File: src/rtl/vcm_pkg.sv
package vcm_pkg;

    // Width of the carry passed between columns.
    // A column adds at most n product bits to an incoming carry that is
    // itself bounded by n, so the carry never exceeds n.
    function automatic int unsigned carry_width(input int unsigned n);
        return $clog2(n + 1);
    endfunction

endpackage

File: src/rtl/vcm_ppgen.sv
module vcm_ppgen #(
    parameter int unsigned N = 8
) (
    input  logic [N-1:0]               op_a,
    input  logic [N-1:0]               op_b,
    output logic [2*N-2:0][N-1:0]      cols
);
    localparam int NCOL = 2 * N - 1;

    // Slot k of column c holds op_a[k] & op_b[c-k]; slots outside the grid are zero.
    for (genvar c = 0; c < NCOL; c++) begin : g_col
        for (genvar k = 0; k < N; k++) begin : g_slot
            localparam int J = c - k;
            if (J >= 0 && J < N) begin : g_and
                assign cols[c][k] = op_a[k] & op_b[J];
            end else begin : g_zero
                assign cols[c][k] = 1'b0;
            end
        end
    end
endmodule

File: src/rtl/vcm_col.sv
module vcm_col #(
    parameter int unsigned N  = 8,
    parameter int unsigned CW = 4
) (
    input  logic [N-1:0]  pp,
    input  logic [CW-1:0] cin,
    output logic          bit_o,
    output logic [CW-1:0] cout
);
    localparam int SW = CW + 1;

    logic [SW-1:0] sum;

    always_comb begin
        sum = SW'(cin);
        for (int k = 0; k < N; k++) begin
            sum = sum + SW'(pp[k]);
        end
    end

    assign bit_o = sum[0];
    assign cout  = sum[SW-1:1];
endmodule

File: src/rtl/vcm_mult.sv
module vcm_mult #(
    parameter int unsigned N = 8
) (
    input  logic             clk,
    input  logic             rst,
    input  logic             in_valid,
    input  logic [N-1:0]     op_a,
    input  logic [N-1:0]     op_b,
    output logic             out_valid,
    output logic [2*N-1:0]   product
);
    localparam int PW   = 2 * N;
    localparam int NCOL = 2 * N - 1;
    localparam int CW   = vcm_pkg::carry_width(N);

    typedef struct packed {
        logic          vld;
        logic [PW-1:0] prod;
    } out_t;

    logic [NCOL-1:0][N-1:0] cols;
    logic [NCOL:0][CW-1:0]  carry;
    logic [PW-1:0]          prod_c;
    out_t                   st_d, st_q;

    vcm_ppgen #(.N(N)) i_ppgen (
        .op_a (op_a),
        .op_b (op_b),
        .cols (cols)
    );

    assign carry[0] = '0;

    for (genvar c = 0; c < NCOL; c++) begin : g_chain
        vcm_col #(.N(N), .CW(CW)) i_col (
            .pp    (cols[c]),
            .cin   (carry[c]),
            .bit_o (prod_c[c]),
            .cout  (carry[c+1])
        );
    end

    // The final carry is at most one; any of its bits represents it.
    assign prod_c[PW-1] = |carry[NCOL];

    always_comb begin
        st_d     = st_q;
        st_d.vld = in_valid;
        if (in_valid) begin
            st_d.prod = prod_c;
        end
    end

    always_ff @(posedge clk) begin
        if (rst) begin
            st_q <= '0;
        end else begin
            st_q <= st_d;
        end
    end

    assign out_valid = st_q.vld;
    assign product   = st_q.prod;
endmodule

File: config.mk
export PLATFORM = sky130hd
export DESIGN_NAME = vcm_mult
export DESIGN_NICKNAME = d
export VERILOG_FILES = /design/src/rtl/vcm_pkg.sv /design/src/rtl/vcm_ppgen.sv /design/src/rtl/vcm_col.sv /design/src/rtl/vcm_mult.sv
export SDC_FILE = /design/constraint.sdc
export NUM_CORES = 1
export LEC_CHECK = 0
export BUFFER_PORTS_ARGS = -buffer_cell sky130_fd_sc_hd__clkbuf_2
export CORE_MARGIN = 8
export CORE_UTILIZATION = 55
export DETAILED_ROUTE_END_ITERATION = 16
export HOLD_SLACK_MARGIN = 0.12
export PLACE_DENSITY = 0.74
export SLEW_MARGIN = 15
export SYNTH_ARGS = -nofsm -noshare
export SYNTH_HDL_FRONTEND = slang
export SYNTH_HIERARCHICAL = 1
export SYNTH_SLANG_ARGS = --single-unit
File: constraint.sdc
create_clock -name clk -period 55.2 [get_ports clk]
set_input_delay 11.04 -clock clk [delete_from_list [all_inputs] [get_ports clk]]
set_output_delay 11.04 -clock clk [all_outputs]
set_load 0.05 [all_outputs]
[Yosys cells after proc, flatten, opt, wreduce, memory -nomap -nowiden]
Index checks and enable logic that the tools add are counted.
Word-level totals
  register bits after elaboration: 17
  bits in latches: 0
  RAM bits: 0
  memory bits (read-only): 0
  bits of input ports: 19
  output and inout port bits: 17
  word-level logic and storage cells: 129
  memories kept: 0
Operators by class
  add/sub/neg operators: 62
  multipliers: 0
  divide/modulo/power cells: 0
  order comparisons: 0
  equal/unequal tests: 0
  shifts and indexed selects: 0
  muxes and demuxes: 0
  bitwise logic cells: 64
  reductions and logical operators: 1
Operators with widths (number)
  $add 5x1->5: 48
  $and 1x1->1: 64
  $add 4x1->5: 12
  $add 1x1->2: 2
  $reduce_or 4->1: 1

[Longest topological paths before layout]
  depth in word-level cells: 64
  mapped depth: 96
  gate-level depth less buffers: 96

[Modules after synthesis]
Netlist, hierarchy kept.
By module, submodules not included
  vcm_col: times used 15, cells each 25, area each 254.0 um^2, sequential area each 0.0 um^2
  vcm_ppgen: times used 1, cells each 121, area each 824.5 um^2, sequential area each 0.0 um^2
  vcm_mult: times used 1, cells each 56, area each 623.1 um^2, sequential area each 340.3 um^2

[Least setup slack after synthesis]
OpenSTA, ideal clock, no wires.
  path type: input-to-reg
  start point: input op_b[1]
  end point: register st_q, in the netlist product[15]
  library setup time: 130 ps
  data arrival time: 34800 ps
  data required time: 55070 ps
  slack: 20270 ps
  stages: 82
  path buffers: 0
  cell sequence: and2_1 fa_1 ha_1 ha_1 fa_1 inv_1 fa_1 fa_1 inv_1 fa_1 fa_1 inv_1 fa_1 fa_1 inv_1 fa_1 fa_1 inv_1 [... 46 more ...] fa_1 inv_1 fa_1 fa_1 inv_1 fa_1 xor2_1 ha_1 ha_1 fa_1 xor2_1 ha_1 ha_1 fa_1 a21o_1 a21o_1 nor4_1 a211oi_2
RTL lines
  start: declaration: RTL line vcm_mult.sv:8  | input logic [N-1:0] op_b,
  end signal: assignment: RTL line vcm_mult.sv:58  | st_q <= st_d;
  end: declaration: RTL line vcm_mult.sv:24  | out_t st_d, st_q;

==> results <==
- Global routing used 14.5% of the available tracks across all layers.
- The share of the Yosys chip area taken by registers is 6.47%.
- The worst slew margin relative to its limit is 61.7%.
- Data on the critical path is required at its endpoint by 55.31 ns.
- The global placer's final weighted congestion is 0.788.
- The number of nets with antenna violations after detailed routing is 0.
- Tracing the worst setup path back leads to its startpoint at op_a[0].
- The classification of the worst setup path is input pin to register.
- Clock tree synthesis inserted a total of 3 buffers.
- Once placement finished, the instance area stood at 5350 um2.
- The longest clock path from root to sink contains 2 buffers.
- The slew at the pin with the worst max-slew slack is 0.574 ns.
- The maximum level of the CTS H-tree is 1.
- STA classifies the critical path startpoint as an input pin.
- The post-detailed-route wirelength per cell is 12.3 um.
- Setup violations remaining at the end of the flow were counted as 0.
- The count of instances resized after the clock tree is built is 0.
- During I/O placement, the number of pins put on the boundary was 36.
- The remaining global-route overflow is 0.
- The row count is 35.
- The critical path endpoint category is a register.
- The count of mapped cells out of synthesis is 552.
- The number of antenna violations at the first check in global routing came to 0.
- The worst hold margin is 0.502 ns.
- The synthesized netlist devotes 9.04% of its cell area to simple gates.
- The number of setup buffers added after CTS is 0.
- Summing the areas of all xor and xnor instances in the mapped netlist gives 5.00% of the synthesized area.
- Global routing used 1.90% of the available met3 tracks.
- The synthesized netlist occupies a cell area of 5260 um2.
- The total area of multi-input combinational cells is 4220 um2.
- The CTS tree is built.
- The total instance count after detailed placement is 714.
- The number of synthesized register bits is 17.
- The run finished with clean final reports.
- The met1 routing resource usage after global routing is 16.9%.
- The post-synthesis area per instance is 9.52 um2.
- The post-route netlist has 9.34% of its cells at a drive strength greater than 1.
- For this configuration, the core starts out at a cell density of 56.9%.
- The share of the synthesized area in the top cell type is 28.6%.
- The repair_antennas step left the layout with diodes totalling 0.
- The met2 routing resource usage after global routing is 28.3%.
- The count of hold buffers inserted by post-cts repair is 0.
- In this design, the stage delay of the slowest critical-path cell is 0.52 ns.
- The worst min-delay path class is register to register.
- The final cycle utilization of the critical path is 65.1%.
- The number of hold violations in the final report is 0.
- The number of max-capacitance violations reported is 0.
- For this design, the slowest cell found on the critical path is sky130_fd_sc_hd__fa_1.
- Summing the areas of all compound-gate instances in the mapped netlist gives 9.16% of the synthesized area.
- The unique cell type count in the Yosys netlist is 20.
- The area growth from synthesis to final layout is 2.62%.
- Ranked by total cell area, the synthesized netlist is headed by sky130_fd_sc_hd__fa_1 29%, sky130_fd_sc_hd__ha_1 21%, sky130_fd_sc_hd__inv_1 8.6%.
- In this run the worst path has a maximum fanout of 8.
- The global-route wire length before repair is 15700 um.
- The number of pins exceeding their max-slew limit in the final report is 0.
- The Yosys step of the flow raised 6 warnings.
- Of all cell types, the one taking the most synthesized area is sky130_fd_sc_hd__fa_1.
- The via count of the routed design is 3362.
- The net count of the finished layout is 774.
- The setup TNS is 0 ns.
- The via count of the first global-routing pass is 3587.
- In this run the most critical hold path is launched from product[12].
- The final instance area is 5400 um2.
- Entering global routing, the biggest net connects 19 pins.
- The cell type with the highest occurrence count on the critical path is sky130_fd_sc_hd__fa_1.
- The count of cells in the finished layout, fillers not included, comes to 718.
- The startpoint identified for the worst register-to-register timing path is product[15].
- Data on the critical path arrives at its endpoint at 36.02 ns.
- The portion of netlist area occupied by mux cells is 2.86%.
- The CTS clock-pin slew for the worst setup and hold paths is 0.07 ns.
- The total of fill cells in the finished design is 807.
- The total wire length after detailed routing is 8870 um.
- The placed wire-length estimate after detailed placement is 7880 um.
- The worst-case clock skew is 0 ns.
- The detailed-routing iteration count for the pre-antenna-repair pass is 4.
- Counting every sink on the clock net gives 17.
- Derived from the worst setup path, the maximum achievable clock frequency is 0.0278 GHz.
- The shortest period the worst path allows is 35.91 ns.
- The area taken by flip-flops and latches is 340 um2.
- In this run the horizontal extent of the chip is 114 um.
- The region available for standard cell placement spans 9240 um2.
- Input and output buffers added on the ports amount to 35.
- The clock insertion delay at the later pin of the skew report is 0.25 ns.
- The area of the die is 12900 um2.
- The global routing stage identified its most utilized layer as met2.
- The height of the die is 114 um.
- After synthesis, the largest family of logic cells by area is adder cells.
- Using the TritonRoute via totals, the vias-per-cell ratio works out to 4.68.
- The first routing iteration left 81 violations.
- The buffer type at the clock tree root is sky130_fd_sc_hd__clkbuf_8.
- After detailed routing, the number of remaining DRC violations is 0.
- Setup repair after global routing left no endpoint under its margin.
- The synthesized netlist devotes 50.0% of its cell area to adder and majority cells.
stage by stage:
stage | utilization, % | setup WS [ns]
2_1_floorplan | - | 20.27
3_3_place_gp | 57.9 | 19.41
3_5_place_dp | 57.9 | 19.02
4_1_cts | 58.4 | 19.25
5_1_grt | 58.4 | 18.36
6_report | 58.4 | 19.29
per-layer routing:
| layer | vias up | share of wire (%) |
|---|---|---|
| met5 | - | 0 |
| met4 | 0 | 0.35 |
| met3 | 4 | 4.1 |
| met2 | 48 | 53 |
| met1 | 1644 | 43 |
| li1 | 1666 | - |
sequential cells by signal, summed over array words and instances (netlist names):
register   flops
out_valid      1
product       16
synth_stat cells:
cell type                  instances
sky130_fd_sc_hd__a211oi_2          1
sky130_fd_sc_hd__a21o_1           45
sky130_fd_sc_hd__a21oi_2          15
sky130_fd_sc_hd__and2_1           64
sky130_fd_sc_hd__buf_12            1
sky130_fd_sc_hd__buf_2             2
sky130_fd_sc_hd__buf_4            56
sky130_fd_sc_hd__buf_6             1
sky130_fd_sc_hd__conb_1            2
sky130_fd_sc_hd__dfxtp_1          17
sky130_fd_sc_hd__fa_1             75
sky130_fd_sc_hd__ha_1             90
sky130_fd_sc_hd__inv_1           120
sky130_fd_sc_hd__mux2i_1          15
sky130_fd_sc_hd__nor2_1           15
sky130_fd_sc_hd__nor2_2            1
sky130_fd_sc_hd__nor2b_1           1
sky130_fd_sc_hd__nor4_1            1
sky130_fd_sc_hd__xnor2_1          15
sky130_fd_sc_hd__xor2_1           15
area by class of cell:
class                      instances  share of cell area (%)
multi-input combinational        413                    78.3
inverter                         120                    8.35
sequential                        17                    6.31
timing repair buffer              35                    3.25
tap                              129                    2.99
clock buffer                       4                   0.835
cell usage in the layout, fill, tap and decap left out, types with 15 or more instances in the layout:
cell type                  netlist  layout
sky130_fd_sc_hd__a21o_1         45      45
sky130_fd_sc_hd__a21oi_2        15      15
sky130_fd_sc_hd__and2_1         64      64
sky130_fd_sc_hd__clkbuf_2        0      35
sky130_fd_sc_hd__conb_1          2      60
sky130_fd_sc_hd__dfxtp_1        17      17
sky130_fd_sc_hd__fa_1           75      75
sky130_fd_sc_hd__ha_1           90      90
sky130_fd_sc_hd__inv_1         120     120
sky130_fd_sc_hd__mux2i_1        15      15
sky130_fd_sc_hd__nor2_1         15      15
sky130_fd_sc_hd__xnor2_1        15      15
sky130_fd_sc_hd__xor2_1         15      15
final timing paths:
| kind | endpoint | slack (ns) | depth (start not counted) |
|---|---|---|---|
| setup / recovery | product[15] | 19.29 | 83 |
| hold / removal | product[12] | 0.50 | 2 |
| setup reg to reg | product[15] | 54.50 | 2 |
| hold reg to reg | product[12] | 0.50 | 2 |
cells by family (layout without fill, tap and decap cells):
kind of cell             Yosys count  count (layout)
AO/OA/AOI/OAI                     61              61
XOR/XNOR                          30              30
adder cells (fa/ha/maj)          165             165
buffers and inverters            180             159
flip-flops                        17              17
multiplexers                      15              15
other                              2              60
AND/OR/NAND/NOR                   82              82
worst max-delay path: cells and delay by family:
kind,cells,cell delay (ns)
adder cells (fa/ha/maj),53,22.06
buffers and inverters,23,1.61
AND/OR/NAND/NOR,2,0.47
AO/OA/AOI/OAI,3,0.47
XOR/XNOR,2,0.36
Power is not shown: default switching activity piles up to over one toggle a cycle in this logic, so the estimate is an artifact.
